**src/rtl/uicv_pkg.sv**
```systemverilog
package uicv_pkg;
   // Word offsets of the register bus; the sequence is the programming model.
   localparam int unsigned OFS_STAT = 0;
   localparam int unsigned OFS_SET  = 1;
   localparam int unsigned OFS_EN   = 2;
   localparam int unsigned OFS_CRIT = 3;
   localparam int unsigned OFS_POL  = 4;
   localparam int unsigned OFS_TRIG = 5;
   localparam int unsigned OFS_MSK  = 6;
   localparam int unsigned OFS_VEC  = 7;
   localparam int unsigned OFS_VCFG = 8;
   localparam int unsigned MIN_ADDR_W = 4;
endpackage

```
**src/rtl/uicv_regs.sv**
```systemverilog
module uicv_regs
   import uicv_pkg::*;
#(
   parameter int unsigned N_SRC   = 32,
   parameter int unsigned DATA_W  = 32,
   parameter int unsigned ADDR_W  = 4,
   parameter bit          HAS_VEC = 1'b1
) (
   input  logic              clk,
   input  logic              rst_n,
   input  logic              bus_wr,
   input  logic [ADDR_W-1:0] bus_addr,
   input  logic [DATA_W-1:0] bus_wdata,
   output logic [N_SRC-1:0]  en_o,
   output logic [N_SRC-1:0]  crit_o,
   output logic [N_SRC-1:0]  pol_o,
   output logic [N_SRC-1:0]  trig_o,
   output logic [DATA_W-1:0] vcfg_o,
   output logic [N_SRC-1:0]  sw_clr_o,
   output logic [N_SRC-1:0]  sw_set_o
);
   localparam logic [DATA_W-1:0] VCFG_KEEP = ~DATA_W'(2);

   logic hit_stat, hit_set, hit_en, hit_crit, hit_pol, hit_trig, hit_vcfg;

   assign hit_stat = bus_wr && (bus_addr == ADDR_W'(OFS_STAT));
   assign hit_set  = bus_wr && (bus_addr == ADDR_W'(OFS_SET));
   assign hit_en   = bus_wr && (bus_addr == ADDR_W'(OFS_EN));
   assign hit_crit = bus_wr && (bus_addr == ADDR_W'(OFS_CRIT));
   assign hit_pol  = bus_wr && (bus_addr == ADDR_W'(OFS_POL));
   assign hit_trig = bus_wr && (bus_addr == ADDR_W'(OFS_TRIG));
   assign hit_vcfg = bus_wr && (bus_addr == ADDR_W'(OFS_VCFG));

   assign sw_clr_o = hit_stat ? bus_wdata[N_SRC-1:0] : '0;
   assign sw_set_o = hit_set  ? bus_wdata[N_SRC-1:0] : '0;

   always_ff @(posedge clk or negedge rst_n) begin
      if (!rst_n) begin
         en_o   <= '0;
         crit_o <= '0;
         pol_o  <= '0;
         trig_o <= '0;
      end else begin
         if (hit_en)   en_o   <= bus_wdata[N_SRC-1:0];
         if (hit_crit) crit_o <= bus_wdata[N_SRC-1:0];
         if (hit_pol)  pol_o  <= bus_wdata[N_SRC-1:0];
         if (hit_trig) trig_o <= bus_wdata[N_SRC-1:0];
      end
   end

   generate
      if (HAS_VEC) begin : g_vcfg
         logic [DATA_W-1:0] vcfg_q;
         always_ff @(posedge clk or negedge rst_n) begin
            if (!rst_n)        vcfg_q <= '0;
            else if (hit_vcfg) vcfg_q <= bus_wdata & VCFG_KEEP;
         end
         assign vcfg_o = vcfg_q;
      end else begin : g_no_vcfg
         logic unused_vcfg_hit;
         assign unused_vcfg_hit = hit_vcfg;
         assign vcfg_o = '0;
      end
   endgenerate
endmodule

```
**src/rtl/uicv_status.sv**
```systemverilog
module uicv_status #(
   parameter int unsigned N_SRC = 32
) (
   input  logic             clk,
   input  logic             rst_n,
   input  logic [N_SRC-1:0] src_i,
   input  logic [N_SRC-1:0] pol_i,
   input  logic [N_SRC-1:0] trig_i,
   input  logic [N_SRC-1:0] sw_clr_i,
   input  logic [N_SRC-1:0] sw_set_i,
   output logic [N_SRC-1:0] status_o
);
   generate
      for (genvar g = 0; g < N_SRC; g++) begin : g_src
         logic act, act_prev_q, stat_q, rise;

         // Active-high when the polarity bit is 1, inverted otherwise.
         assign act  = pol_i[g] ? src_i[g] : ~src_i[g];
         assign rise = act & ~act_prev_q;

         always_ff @(posedge clk or negedge rst_n) begin
            if (!rst_n) begin
               act_prev_q <= 1'b0;
               stat_q     <= 1'b0;
            end else begin
               act_prev_q <= act;
               if (trig_i[g])
                  // Set sources are ORed after the clear, so a set wins.
                  stat_q <= rise | sw_set_i[g] | (stat_q & ~sw_clr_i[g]);
               else
                  stat_q <= act;
            end
         end

         assign status_o[g] = stat_q;
      end
   endgenerate
endmodule

```
**src/rtl/uicv_vector.sv**
```systemverilog
module uicv_vector #(
   parameter int unsigned N_SRC       = 32,
   parameter int unsigned DATA_W      = 32,
   parameter int unsigned STRIDE_LOG2 = 9,
   parameter bit          HAS_VEC     = 1'b1
) (
   input  logic              clk,
   input  logic              rst_n,
   input  logic [N_SRC-1:0]  cpend_i,
   input  logic [DATA_W-1:0] vcfg_i,
   output logic [DATA_W-1:0] vec_o
);
   localparam int unsigned PW = $clog2(N_SRC);
   localparam logic [DATA_W-1:0] BASE_MASK = ~DATA_W'(3);

   generate
      if (HAS_VEC) begin : g_vec
         logic          found;
         logic [PW-1:0] pos_d;
         logic [DATA_W-1:0] vec_d, vec_q;

         always_comb begin
            found = 1'b0;
            pos_d = '0;
            for (int i = 0; i < N_SRC; i++) begin
               int unsigned idx;
               idx = vcfg_i[0] ? (N_SRC - 1 - i) : i;
               if (!found && cpend_i[idx[PW-1:0]]) begin
                  found = 1'b1;
                  pos_d = PW'(i);
               end
            end
            vec_d = found ? ((vcfg_i & BASE_MASK) + (DATA_W'(pos_d) << STRIDE_LOG2))
                          : '0;
         end

         always_ff @(posedge clk or negedge rst_n) begin
            if (!rst_n) vec_q <= '0;
            else        vec_q <= vec_d;
         end
         assign vec_o = vec_q;
      end else begin : g_no_vec
         logic unused_vec_in;
         assign unused_vec_in = ^{clk, rst_n, cpend_i, vcfg_i};
         assign vec_o = '0;
      end
   endgenerate
endmodule

```
**src/rtl/uicv_top.sv**
```systemverilog
module uicv_top
   import uicv_pkg::*;
#(
   parameter int unsigned N_SRC       = 32,
   parameter int unsigned DATA_W      = 32,
   parameter int unsigned ADDR_W      = 4,
   parameter int unsigned STRIDE_LOG2 = 9,
   parameter bit          HAS_VEC     = 1'b1
) (
   input  logic              clk,
   input  logic              rst_n,
   input  logic [N_SRC-1:0]  src_i,
   input  logic [ADDR_W-1:0] bus_addr,
   input  logic              bus_wr,
   input  logic              bus_rd,
   input  logic [DATA_W-1:0] bus_wdata,
   output logic [DATA_W-1:0] bus_rdata,
   output logic              irq_o,
   output logic              cirq_o
);
   generate
      if (N_SRC < 2 || N_SRC > DATA_W) begin : g_bad_src
         $error("uicv_top: N_SRC must lie in 2..DATA_W");
      end
      if (ADDR_W < MIN_ADDR_W) begin : g_bad_addr
         $error("uicv_top: ADDR_W too narrow for the register map");
      end
      if (HAS_VEC && (STRIDE_LOG2 + $clog2(N_SRC) > DATA_W)) begin : g_bad_stride
         $error("uicv_top: vector offset exceeds DATA_W");
      end
   endgenerate

   logic [N_SRC-1:0]  en_q, crit_q, pol_q, trig_q, sw_clr, sw_set, status_q;
   logic [N_SRC-1:0]  npend, cpend;
   logic [DATA_W-1:0] vcfg_q, vec_q;
   logic              irq_q, cirq_q;

   uicv_regs #(
      .N_SRC(N_SRC), .DATA_W(DATA_W), .ADDR_W(ADDR_W), .HAS_VEC(HAS_VEC)
   ) regs_i (
      .clk(clk), .rst_n(rst_n), .bus_wr(bus_wr), .bus_addr(bus_addr),
      .bus_wdata(bus_wdata), .en_o(en_q), .crit_o(crit_q), .pol_o(pol_q),
      .trig_o(trig_q), .vcfg_o(vcfg_q), .sw_clr_o(sw_clr), .sw_set_o(sw_set)
   );

   uicv_status #(.N_SRC(N_SRC)) status_i (
      .clk(clk), .rst_n(rst_n), .src_i(src_i), .pol_i(pol_q), .trig_i(trig_q),
      .sw_clr_i(sw_clr), .sw_set_i(sw_set), .status_o(status_q)
   );

   assign npend = status_q & en_q & ~crit_q;
   assign cpend = status_q & en_q & crit_q;

   uicv_vector #(
      .N_SRC(N_SRC), .DATA_W(DATA_W), .STRIDE_LOG2(STRIDE_LOG2), .HAS_VEC(HAS_VEC)
   ) vector_i (
      .clk(clk), .rst_n(rst_n), .cpend_i(cpend), .vcfg_i(vcfg_q), .vec_o(vec_q)
   );

   always_ff @(posedge clk or negedge rst_n) begin
      if (!rst_n) begin
         irq_q  <= 1'b0;
         cirq_q <= 1'b0;
      end else begin
         irq_q  <= |npend;
         cirq_q <= |cpend;
      end
   end

   assign irq_o  = irq_q;
   assign cirq_o = cirq_q;

   always_comb begin
      bus_rdata = '0;
      if (bus_rd) begin
         case (bus_addr)
            ADDR_W'(OFS_STAT), ADDR_W'(OFS_SET): bus_rdata = DATA_W'(status_q);
            ADDR_W'(OFS_EN):   bus_rdata = DATA_W'(en_q);
            ADDR_W'(OFS_CRIT): bus_rdata = DATA_W'(crit_q);
            ADDR_W'(OFS_POL):  bus_rdata = DATA_W'(pol_q);
            ADDR_W'(OFS_TRIG): bus_rdata = DATA_W'(trig_q);
            ADDR_W'(OFS_MSK):  bus_rdata = DATA_W'(status_q & en_q);
            ADDR_W'(OFS_VEC):  bus_rdata = vec_q;
            ADDR_W'(OFS_VCFG): bus_rdata = vcfg_q;
            default:           bus_rdata = '0;
         endcase
      end
   end
endmodule

```
**config.mk**
```make
export PLATFORM = sky130hd
export DESIGN_NAME = uicv_top
export DESIGN_NICKNAME = d
export VERILOG_FILES = /design/src/rtl/uicv_pkg.sv /design/src/rtl/uicv_regs.sv /design/src/rtl/uicv_status.sv /design/src/rtl/uicv_vector.sv /design/src/rtl/uicv_top.sv
export SDC_FILE = /design/constraint.sdc
export NUM_CORES = 1
export LEC_CHECK = 0
export BUFFER_PORTS_ARGS = -buffer_cell sky130_fd_sc_hd__buf_4
export CORE_UTILIZATION = 55
export DETAILED_ROUTE_END_ITERATION = 7
export PLACE_DENSITY = 0.83
export SLEW_MARGIN = 10
export SYNTH_ARGS = -nofsm -noshare
export SYNTH_HDL_FRONTEND = slang
export SYNTH_SLANG_ARGS = --single-unit
```
**constraint.sdc**
```tcl
create_clock -name clk -period 4.35 [get_ports clk]
set_clock_uncertainty 0.15 [all_clocks]
set_input_delay 0.87 -clock clk [delete_from_list [all_inputs] [get_ports clk]]
set_output_delay 0.87 -clock clk [all_outputs]
set_load 0.1 [all_outputs]
```
==> results of run 1 <==
-- area by class of cell --
type | count | area share
Clock buffer | 39 | 0.0541
Multi-Input combinational cell | 832 | 0.416
Timing Repair Buffer | 180 | 0.0880
Inverter | 4 | 0.000963
Sequential cell | 255 | 0.409
Clock inverter | 10 | 0.00698
Tap cell | 313 | 0.0251
-- worst reg2reg max path, cell delays in order, from the launching register on --
cell	delay [ns]
dfrtp_1	0.39
nand3_1	0.18
a41oi_1	0.34
o22ai_1	0.13
a21oi_1	0.19
o21ai_0	0.11
a311o_1	0.35
ha_1	0.23
fa_1	0.44
a21o_1	0.21
a21o_1	0.21
a21oi_2	0.50
nor4_1	0.14
buf_4	0.17
xnor2_1	0.15
nor2_1	0.06
-- synth_stat cells, types with 3 or more instances --
master	count
a221oi_1	3
nor2_1	35
buf_1	10
a22oi_1	4
mux2_1	43
a31oi_1	36
buf_2	5
nor4_1	10
xnor2_1	48
mux2_2	117
inv_1	3
nand2_1	164
and3_1	13
o22ai_1	19
xor2_1	5
a41oi_1	5
a222oi_1	60
a21o_1	35
nand2b_1	4
a22o_1	65
a21oi_1	8
nor3_1	16
nand3_1	50
nand4_1	11
and2_1	3
ha_1	6
clkbuf_1	40
and4_1	3
a311o_1	3
o21ai_0	15
nor2b_1	11
dfrtp_1	255
buf_6	5
-- power groups by stage --
stage | combinational (uW) | clock [uW] | sequential, uW
after floorplan | 1850 | 0 | 3520
after global placement | 2740 | 0 | 3610
after detailed placement | 2790 | 0 | 3640
after CTS | 2820 | 2440 | 3610
after global routing | 3080 | 2540 | 3710
final | 2870 | 2420 | 3640
-- metal layers --
layer,track usage,share of wire
met5,0,0.00033
met4,0.138,0.040
met3,0.0582,0.094
met2,0.533,0.46
met1,0.444,0.40
-- metrics by stage --
step                instances  setup WS (ns)
floorplan                1151         0.0821
finish                   1633          0.271
global placement         1584          0.196
global route             1633          0.111
detailed placement       1584         0.0733
CTS                      1633         0.0510
-- sequential cells by signal, indices dropped and copies added, names as in the netlist --
register                   count
irq_o                          1
status_i.g_src.act_prev_q     32
regs_i.vcfg_o                 31
status_i.g_src.stat_q         32
vector_i.vec_o                30
regs_i.trig_o                 32
regs_i.crit_o                 32
regs_i.en_o                   32
regs_i.pol_o                  32
cirq_o                         1
-- logic make-up after synthesis --
kind of cell    count (synthesis)
compound gates                270
xor+xnor                       53
fa+ha+maj                       7
buf+inv                        64
flops                         255
mux                           163
simple gates                  339
-- cell usage in the layout, fill, tap and decap left out, types with 8 or more instances in the layout --
cell and n:
xnor2_1 48, o22ai_1 19, nand2_1 164, nor3_1 12
nand3_1 50, nor4_1 10, clkbuf_8 8, a21o_1 35
and3_1 13, a22o_1 65, nor2_1 30, nand4_1 11
dfrtp_1 255, nor2b_1 11, buf_4 178, clkbuf_16 29
mux2_1 43, o21ai_0 15, mux2_2 117, a31oi_2 31
a222oi_1 60
-- path summary, 6_finish.rpt --
path                            slack, ns                           end            start
worst max-delay path                 0.27            vector_i.vec_o[31]  regs_i.en_o[25]
worst min-delay path                 0.23  status_i.g_src[6].act_prev_q            rst_n
worst max register to register       0.27            vector_i.vec_o[31]  regs_i.en_o[25]
worst min register to register       0.36  status_i.g_src[4].act_prev_q  regs_i.pol_o[4]
max in group asynchronous            2.80              regs_i.pol_o[23]            rst_n
min in group clk                     0.36  status_i.g_src[4].act_prev_q  regs_i.pol_o[4]
-- timing repair --
| item | in CTS | in global routing |
|---|---|---|
| gates resized for setup | 0 | 1 |
| endpoints found under the hold margin | 0 | 0 |
| setup buffers | 0 | 0 |
| setup endpoints to repair | 0 | 9 |
==> results.yml, run 1 <==
run_status:
  outcome: "complete, no violations"
detailed_routing:
  firstDrtPassIters: 6
  viasPerCell: 6.69
  first_iter_violations: 1489
  routed_wl_um: 39400
  drcViolationCount: 0
  vias: 10900
  ant_nets: 0
  wire_per_inst_um: 24.1
worst_setup_path:
  cp_top_family: "compound AO/OA/AOI/OAI gates"
  cpMaxStageDelayCell: "a21oi_2"
  path_cells: "nand3_1 > a41oi_1 > o22ai_1 > a21oi_1 > o21ai_0 > a311o_1 > ha_1 > fa_1 > a21o_1 > a21o_1 > a21oi_2 > nor4_1 > buf_4 > xnor2_1 > nor2_1"
  worstPathArrival_ns: 4.34
  path_max_fanout: 9
  critPathMaxStageDelay_ns: 0.50
  crit_required_ns: 4.61
  crit_top_cell: "a21o_1"
  end_kind: "flop"
  startpoint_type: "flop"
  cp.depth: 15
  reg2regPathDepth: 15
  crit_type: "reg -> reg"
  worst-path-buf-inv: 1
floorplanning:
  core_mm2: 0.0228
  num_io_pins: 106
  dieHeight_um: 155
  die_w_um: 155
  fp.dieArea_mm2: 0.0241
  rows: 55
  floorplan.initialDensity: 0.566
logic_synthesis:
  syn_inst: 1151
  synth-xor-area-share: 0.0360
  synth_nets: 1230
  synth-simple-area-share: 0.126
  synth_flop_cell: "dfrtp_1"
  yosysTopAreaCell: "dfrtp_1"
  synth_top_family_by_area: "compound AO/OA/AOI/OAI gates"
  synth-adder-area-share: 0.00738
  synth_top_area_frac: 0.495
  ys_types: 68
  ys_seq_area_frac: 0.495
  synth_edf_count: 0
  synth_compound_area_frac: 0.170
  synth.area.top_cells: "dfrtp_1 (50%), mux2_2 (10%), nand2_1 (4.8%)"
  postSynth.asyncResetShare: 1.00
  synthMuxAreaShare: 0.143
  synth-seq-cells: 255
  yosys_warnings: 0
  syn_area_mm2: 0.0129
  syn_avg_cell_area_um2: 11.2
clock_tree:
  clockBufferDepth: 3
  cts_hold_buf: 0
  cts_tree: "done"
  root_buffer: "clkbuf_16"
  htreeDepth: 1
  clk_pin_slew_worst_paths_ns: 0.06
  numCtsBuffers: 28
  clock_latency_ns: 0.54
  clock_sinks: 255
cells_and_area:
  multiInputGateArea_mm2: 0.00648
  num_antenna_cells: 0
  final_area_mm2: 0.0156
  final_core_util: 0.684
  area.sequential_mm2: 0.00638
  areaGrowthSynthToFinish_pct: 20.9
  drive_gt1_frac: 0.303
  num-fill-cells: 1697
  num-nets-final: 1380
flow_run:
  cap_viol_max_count: 0
sta:
  max_freq_mhz: 245
  finalSetupViolCount: 0
  setup_tns_ns: 0
  max_slew_margin: 0.211
  timing.final.crit_share: 0.938
  worstMarginPinSlew_ns: 1.18
  finalHoldViolCount: 0
  whs_ns: 0.228
  period_needed_ns: 4.08
  rsz0062_at_grt: "no"
  drv_slew: 0
power:
  switching_share: 0.349
  power_uw: 8940
  combPwrFrac: 0.321
  peakVddDrop_v: 0.000387
  seq_power_share: 0.407
  clock_power_share: 0.271
  powerDensity_mw_per_mm2: 573
  power_switching_uw: 3120
  p_leak_uw: 0.00694
  internal-power_uw: 5810
place:
  post-dp-hpwl_um: 25400
  post_dp_cell_area_mm2: 0.0146
  port_buffers: 105
  gp_congestion: 0.976
min_path:
  hold_class: "in -> async"
grt:
  overflow: 0
  antenna_found_initial: 1
  grt_pass1_wl_um: 61400
  grt_max_degree: 122
  grt_pass1_vias: 10800
  grt_util_all_layers: 0.331
(Power assumes the default switching activity.)
==> run 2: changes to the inputs <==
Settings changed: GPL_ROUTABILITY_DRIVEN set to 0, SYNTH_HIERARCHICAL set to 1.
==> run 2 against run 1 <==
  * Sequential power about the same
  * Area after synthesis increased by 12%
  * Sequential share of layout area fell by 1.5 points
  * Clock power fell by 7%
  * Final area rose by 3.8%
  * Flip-flop and latch count is the same
  * Setup slack improved by 0.074 ns
  * Cell count up 7.7%
  * Utilization down 4.7 points
  * First-iteration DRC count shrank 30%
  * Non-clock buffer count down 49
  * Largest cell class unchanged
  * Largest power group unchanged
  * Highest routed layer is now met4
==> results.yml, run 2 <==
logic_synthesis:
  synth_top_area_frac: 0.443
  syn_avg_cell_area_um2: 10.7
  syn_inst: 1345
  synth_edf_count: 0
  synth_flop_cell: "dfrtp_1"
  synth-simple-area-share: 0.163
  synth.area.top_cells: "dfrtp_1 (44%), mux2_2 (12%), mux2i_1 (4.5%)"
  synth_top_family_by_area: "multiplexers"
  synthMuxAreaShare: 0.170
  yosysMostFrequentCell: "dfrtp_1"
  yosys_warnings: 6
  yosysTopAreaCell: "dfrtp_1"
  ys_types: 72
  synth-xor-area-share: 0.0310
  ys_seq_area_frac: 0.443
  synth-seq-cells: 255
  synth_common_cells: "dfrtp_1 (255), nand2_1 (169), mux2_2 (156), and2_1 (65), mux2i_1 (65)"
  synth_compound_area_frac: 0.138
  postSynth.asyncResetShare: 1.00
  syn_area_mm2: 0.0144
  synth-adder-area-share: 0.00660
sta:
  finalSetupViolCount: 0
  worstMarginPinSlew_ns: 1.03
  max_freq_mhz: 250
  max_slew_margin: 0.310
  rsz0062_at_grt: "no"
  finalHoldViolCount: 0
  drv_slew: 0
  setup_tns_ns: 0
  setup_ws_ns: 0.345
  period_needed_ns: 4.01
  timing.final.crit_share: 0.921
power:
  clock_power_share: 0.267
  switching_share: 0.354
  powerDensity_mw_per_mm2: 520
  peakVddDrop_v: 0.000371
  seq_power_share: 0.435
  combPwrFrac: 0.298
  internal-power_uw: 5430
  p_leak_uw: 0.00728
  power_switching_uw: 2980
worst_setup_path:
  crit_type: "reg -> reg"
  critPathMaxStageDelay_ns: 0.53
  startpoint_type: "flop"
  path_cells: "and3_1 > nor4_1 > nor2b_2 > and2_2 > nand2_1 > a31oi_1 > or3_1 > ha_1 > inv_1 > fa_1 > nor2b_1 > nor3_1 > o21bai_1 > buf_4 > nand4_1 > xor2_1 > nor2_1"
  end_kind: "flop"
  cp-startpoint: "regs_i/en_o[19]"
  worstPathArrival_ns: 4.23
  reg2regPathDepth: 17
  r2r-start: "regs_i/en_o[19]"
  cpMaxStageDelayCell: "nor4_1"
  path_max_fanout: 9
  crit_required_ns: 4.58
clock_tree:
  htreeDepth: 1
  cts_tree: "done"
  clock_latency_ns: 0.55
  clockBufferDepth: 3
  clk_pin_slew_worst_paths_ns: 0.06
  root_buffer: "clkbuf_16"
  ctsResizeCount: 0
  clock_sinks: 255
  numCtsBuffers: 27
cells_and_area:
  final_common_cell: "dfrtp_1"
  layout_common_cells: "dfrtp_1 (255), nand2_1 (169), mux2_2 (156)"
  num_antenna_cells: 0
  num-fill-cells: 1985
  area.sequential_mm2: 0.00638
  drive_gt1_frac: 0.304
  num-nets-final: 1488
  multiInputGateArea_mm2: 0.00737
  areaGrowthSynthToFinish_pct: 12.4
floorplanning:
  fp.dieArea_mm2: 0.0268
  core_mm2: 0.0254
  die_w_um: 164
  floorplan.initialDensity: 0.567
  dieHeight_um: 164
  rows: 58
  num_io_pins: 106
grt:
  grt_max_degree: 141
  overflow: 0
  grt_util_all_layers: 0.288
  grt_pass1_vias: 10800
  grt_pass1_wl_um: 60000
  antenna_found_initial: 0
detailed_routing:
  drcViolationCount: 0
  ant_nets: 0
  wire_per_inst_um: 21.8
  routed_wl_um: 38300
  firstDrtPassIters: 7
  viasPerCell: 6.25
  first_iter_violations: 1036
  vias: 11000
place:
  post-place-ws_ns: 0.457
  post-dp-hpwl_um: 25000
  port_buffers: 105
min_path:
  holdCritStartpoint: "status_i/g_src[13].act_prev_q"
  holdPathStages: 3
  hold_class: "reg -> reg"
run_status:
  outcome: "complete, no violations"
flow_run:
  cap_viol_max_count: 0
run 2: cell count changes in the layout (fill, tap and decap cells not counted), moves of 42 or more:
cell,change
nand3_1,-42
mux2i_1,+64
and2_1,+62
a22o_1,-64
buf_4,-57
a222oi_1,-60
run 2: cell families (layout without fill, tap and decap cells):
logic type | count (synthesis) | count (layout)
compound gates | 240 | 240
fa+ha+maj | 7 | 7
mux | 224 | 224
flops | 255 | 255
buf+inv | 114 | 197
other cells | 2 | 3
xor+xnor | 51 | 51
simple gates | 452 | 452
run 2: layer usage:
layer / part of all wire / global-route usage / vias to the layer above
li1: - / - / 4900
met1: 0.41 / 0.385 / 5440
met2: 0.47 / 0.469 / 526
met3: 0.075 / 0.0475 / 119
met4: 0.039 / 0.110 / 0
met5: 0 / 0 / -
run 2: area by class of cell:
class | instances | share of cell area
multi-input cells | 977 | 0.456
flip-flops and latches | 255 | 0.394
well taps | 330 | 0.0255
clock inverters | 10 | 0.00487
repair buffers | 131 | 0.0676
inverters | 17 | 0.00394
clock buffers | 39 | 0.0482
run 2: repair_timing:
item,4_1_cts,5_1_grt
hold buffers,1,0
hold endpoints to repair,13,0
buffers inserted,0,0
run 2: final timing paths:
| check | end | slack [ns] |
|---|---|---|
| worst max-delay path | vector_i/vec_o[29] | 0.34 |
| worst min-delay path | status_i/g_src[13].stat_q | 0.35 |
| worst max register to register | vector_i/vec_o[29] | 0.34 |
| worst min register to register | status_i/g_src[13].stat_q | 0.35 |
| max in group asynchronous | vector_i/vec_o[22] | 2.47 |
| min in group asynchronous | regs_i/pol_o[31] | 0.58 |
run 2: power by group through the flow:
| stage | clock network (uW) | registers [uW] | logic (uW) |
|---|---|---|---|
| floorplan | 0 | 3450 | 2040 |
| global placement | 0 | 3620 | 2370 |
| detailed placement | 0 | 3660 | 2440 |
| CTS | 2270 | 3640 | 2470 |
| global route | 2370 | 3730 | 2720 |
| finish | 2240 | 3660 | 2510 |
run 2: critical path: cells and delay by family (launching register included):
family / cells / cell delay (ns)
compound gates: 2 / 0.32
buf+inv: 2 / 0.29
flops: 1 / 0.41
xor+xnor: 1 / 0.20
fa+ha+maj: 2 / 0.55
simple gates: 10 / 1.93
run 2: per-stage QoR:
stage | power [uW] | util | area (um2) | hold slack [ns] | std cells
6_report | 8410 | 0.637 | 16200 | 0.345 | 1759
5_1_grt | 8820 | 0.637 | 16200 | 0.362 | 1759
4_1_cts | 8380 | 0.637 | 16200 | 0.349 | 1759
3_5_place_dp | 6110 | 0.603 | 15300 | 0.339 | 1709
3_3_place_gp | 5990 | 0.603 | 15300 | 0.330 | 1709
2_1_floorplan | 5490 | - | 14400 | 0.324 | 1346
==> run 3: changes to the inputs <==
--- a/config.mk
+++ b/config.mk
@@ -7,8 +7,8 @@
 export LEC_CHECK = 0
 export BUFFER_PORTS_ARGS = -buffer_cell sky130_fd_sc_hd__buf_4
-export CORE_UTILIZATION = 55
+export CORE_UTILIZATION = 25
 export DETAILED_ROUTE_END_ITERATION = 7
 export GPL_ROUTABILITY_DRIVEN = 0
-export PLACE_DENSITY = 0.83
+export PLACE_DENSITY = 0.49
 export SLEW_MARGIN = 10
 export SYNTH_ARGS = -nofsm -noshare
==> constraint.sdc (replaced) <==
create_clock -name clk -period 4.35 [get_ports clk]
set_clock_uncertainty 0.15 [all_clocks]
set_input_delay 0.435 -clock clk [delete_from_list [all_inputs] [get_ports clk]]
set_output_delay 0.435 -clock clk [all_outputs]
set_load 0.1 [all_outputs]
==> run 3 against run 2 <==
  * Critical path type unchanged
  * Global-route usage decreased by 14 points
  * Combinational power rose by 2%
  * Via count down 2.8%
  * Worst hold slack worse by 0.32 ns
  * Maximum frequency rose by 1.1%
  * Highest routed layer unchanged
  * Critical endpoint unchanged
  * Largest cell class unchanged
  * Clock power up 20%
  * Critical path depth unchanged
  * Power up 5.6%
==> results.yml, run 3 (synthesized netlist as in run 2, its figures left out) <==
detailed_routing:
  viasPerCell: 4.74
  wl_met2_um: 21100
  highest_layer: "met4"
  drcViolationCount: 0
  wire_per_inst_um: 19.9
  firstDrtPassIters: 5
  ant_nets: 0
  first_iter_violations: 583
  routed_wl_um: 44800
  wl_met3_um: 1550
  drt-met1-wl_um: 21200
  vias: 10700
floorplanning:
  floorplan.initialDensity: 0.254
  core_mm2: 0.0566
  fp.dieArea_mm2: 0.0586
  num_io_pins: 106
  die_w_um: 242
  rows: 87
  dieHeight_um: 242
worst_setup_path:
  path_max_fanout: 9
  crit_type: "reg -> reg"
  end_kind: "flop"
  cpMaxStageDelayCell: "nor4_1"
  critPathMaxStageDelay_ns: 0.51
  crit_required_ns: 4.64
  path_cells: "and3_1 > nor4_1 > nor2b_2 > and2_2 > nand2_1 > a31oi_1 > or3_1 > ha_1 > inv_1 > fa_1 > nor2b_1 > nor3_1 > o21bai_1 > buf_4 > nand4_1 > xor2_1 > nor2_1"
  startpoint_type: "flop"
  worstPathArrival_ns: 4.25
place:
  port_buffers: 105
  post-dp-hpwl_um: 30300
  numPlacedInstances: 2136
clock_tree:
  clockBufferDepth: 3
  htreeDepth: 1
  ctsResizeCount: 0
  numCtsBuffers: 31
  cts_tree: "done"
  clock_latency_ns: 0.58
  root_buffer: "clkbuf_16"
  clock_sinks: 255
  clk_pin_slew_worst_paths_ns: 0.06
grt:
  antenna_found_initial: 0
  overflow: 0
  grt_util_all_layers: 0.152
  grt_pass1_wl_um: 69400
  grt_pass1_vias: 11100
  grt_max_degree: 120
cells_and_area:
  stdcell_count: 2255
  layout_common_cells: "dfrtp_1 (255), nand2_1 (169), mux2_2 (156)"
  num_antenna_cells: 0
  num-nets-final: 1554
  drive_gt1_frac: 0.296
  areaGrowthSynthToFinish_pct: 21.4
  final_common_cell: "dfrtp_1"
power:
  combPwrFrac: 0.290
  power_switching_uw: 3100
  internal-power_uw: 5780
  switching_share: 0.349
  p_leak_uw: 0.00761
  powerDensity_mw_per_mm2: 508
  clock_power_share: 0.302
  peakVddDrop_v: 0.000276
  seq_power_share: 0.409
sta:
  period_needed_ns: 3.96
  setup_tns_ns: 0
  max_slew_margin: 0.340
  max_freq_mhz: 253
  worstMarginPinSlew_ns: 0.990
  rsz0062_at_grt: "no"
  finalHoldViolCount: 0
  drv_slew: 0
  timing.final.crit_share: 0.910
  finalSetupViolCount: 0
run_status:
  outcome: "complete, no violations"
flow_run:
  cap_viol_max_count: 0
min_path:
  hold_class: "in -> reg"
-- run 3: cell types whose count changed in the layout (fill, tap and decap cells not counted), moves of 2 or more --
cell / change
bufinv_16: +2
buf_12: -4
buf_4: +5
clkbuf_8: +2
clkinv_2: -4
dlygate4sd3_1: +61
clkbuf_16: +4
-- run 3: path summary, 6_finish.rpt --
path                       cells past startpoint                        end                     startpoint  slack [ns]
setup / recovery                              17         vector_i/vec_o[29]                regs_i/en_o[19]        0.39
hold / removal                                 2          regs_i/trig_o[14]                  bus_wdata[14]        0.02
setup reg to reg                              17         vector_i/vec_o[29]                regs_i/en_o[19]        0.39
hold reg to reg                                3  status_i/g_src[28].stat_q  status_i/g_src[28].act_prev_q        0.34
max in group asynchronous                      3           regs_i/pol_o[16]                          rst_n        2.65
min in group asynchronous                      2           regs_i/pol_o[30]                          rst_n        0.28
-- run 3: area by class of cell --
cell class,count,area [um2]
Fill cell,5942,39100
Clock inverter,11,146
Sequential cell,255,6380
Tap cell,756,946
Timing Repair Buffer,193,1660
Multi-Input combinational cell,977,7380
Clock buffer,46,912
Inverter,17,63.8
-- run 3: critical path, delay by kind of cell, from the launching register on --
| kind | cells | cell delay, ns |
|---|---|---|
| flops | 1 | 0.41 |
| buf+inv | 2 | 0.28 |
| simple gates | 10 | 1.88 |
| fa+ha+maj | 2 | 0.56 |
| xor+xnor | 1 | 0.17 |
| compound gates | 2 | 0.34 |
-- run 3: what timing repair did --
action                                  in CTS  in global routing
endpoints found under the hold margin      263                  0
hold buffers                                62                  0
endpoints found under the setup margin       0                  0
buffers inserted                             0                  0
-- run 3: per-layer routing --
metal | global-route usage | up-vias
met5 | 0 | -
met4 | 0.0432 | 0
met3 | 0.0174 | 51
met2 | 0.251 | 214
met1 | 0.208 | 5391
li1 | - | 5024
-- run 3: stage by stage --
stage | hold slack (ns) | setup WS (ns) | cell area (um2) | util | power (uW)
final | 0.0235 | 0.390 | 17500 | 0.309 | 8880
after global routing | 0.0123 | 0.0979 | 17500 | 0.309 | 9410
after CTS | 0.000150 | 0.427 | 17500 | 0.309 | 8970
after detailed placement | 0.332 | 0.444 | 15800 | 0.279 | 6170
after global placement | 0.328 | 0.565 | 15800 | 0.279 | 6120
after floorplan | -0.0106 | 0.710 | 14400 | - | 5490
-- run 3: power by group through the flow --
stage | sequential [uW] | clock [uW] | combinational, uW
finish | 3630 | 2680 | 2570
global route | 3730 | 2840 | 2830
CTS | 3620 | 2770 | 2580
detailed placement | 3660 | 0 | 2510
global placement | 3630 | 0 | 2490
floorplan | 3450 | 0 | 2040
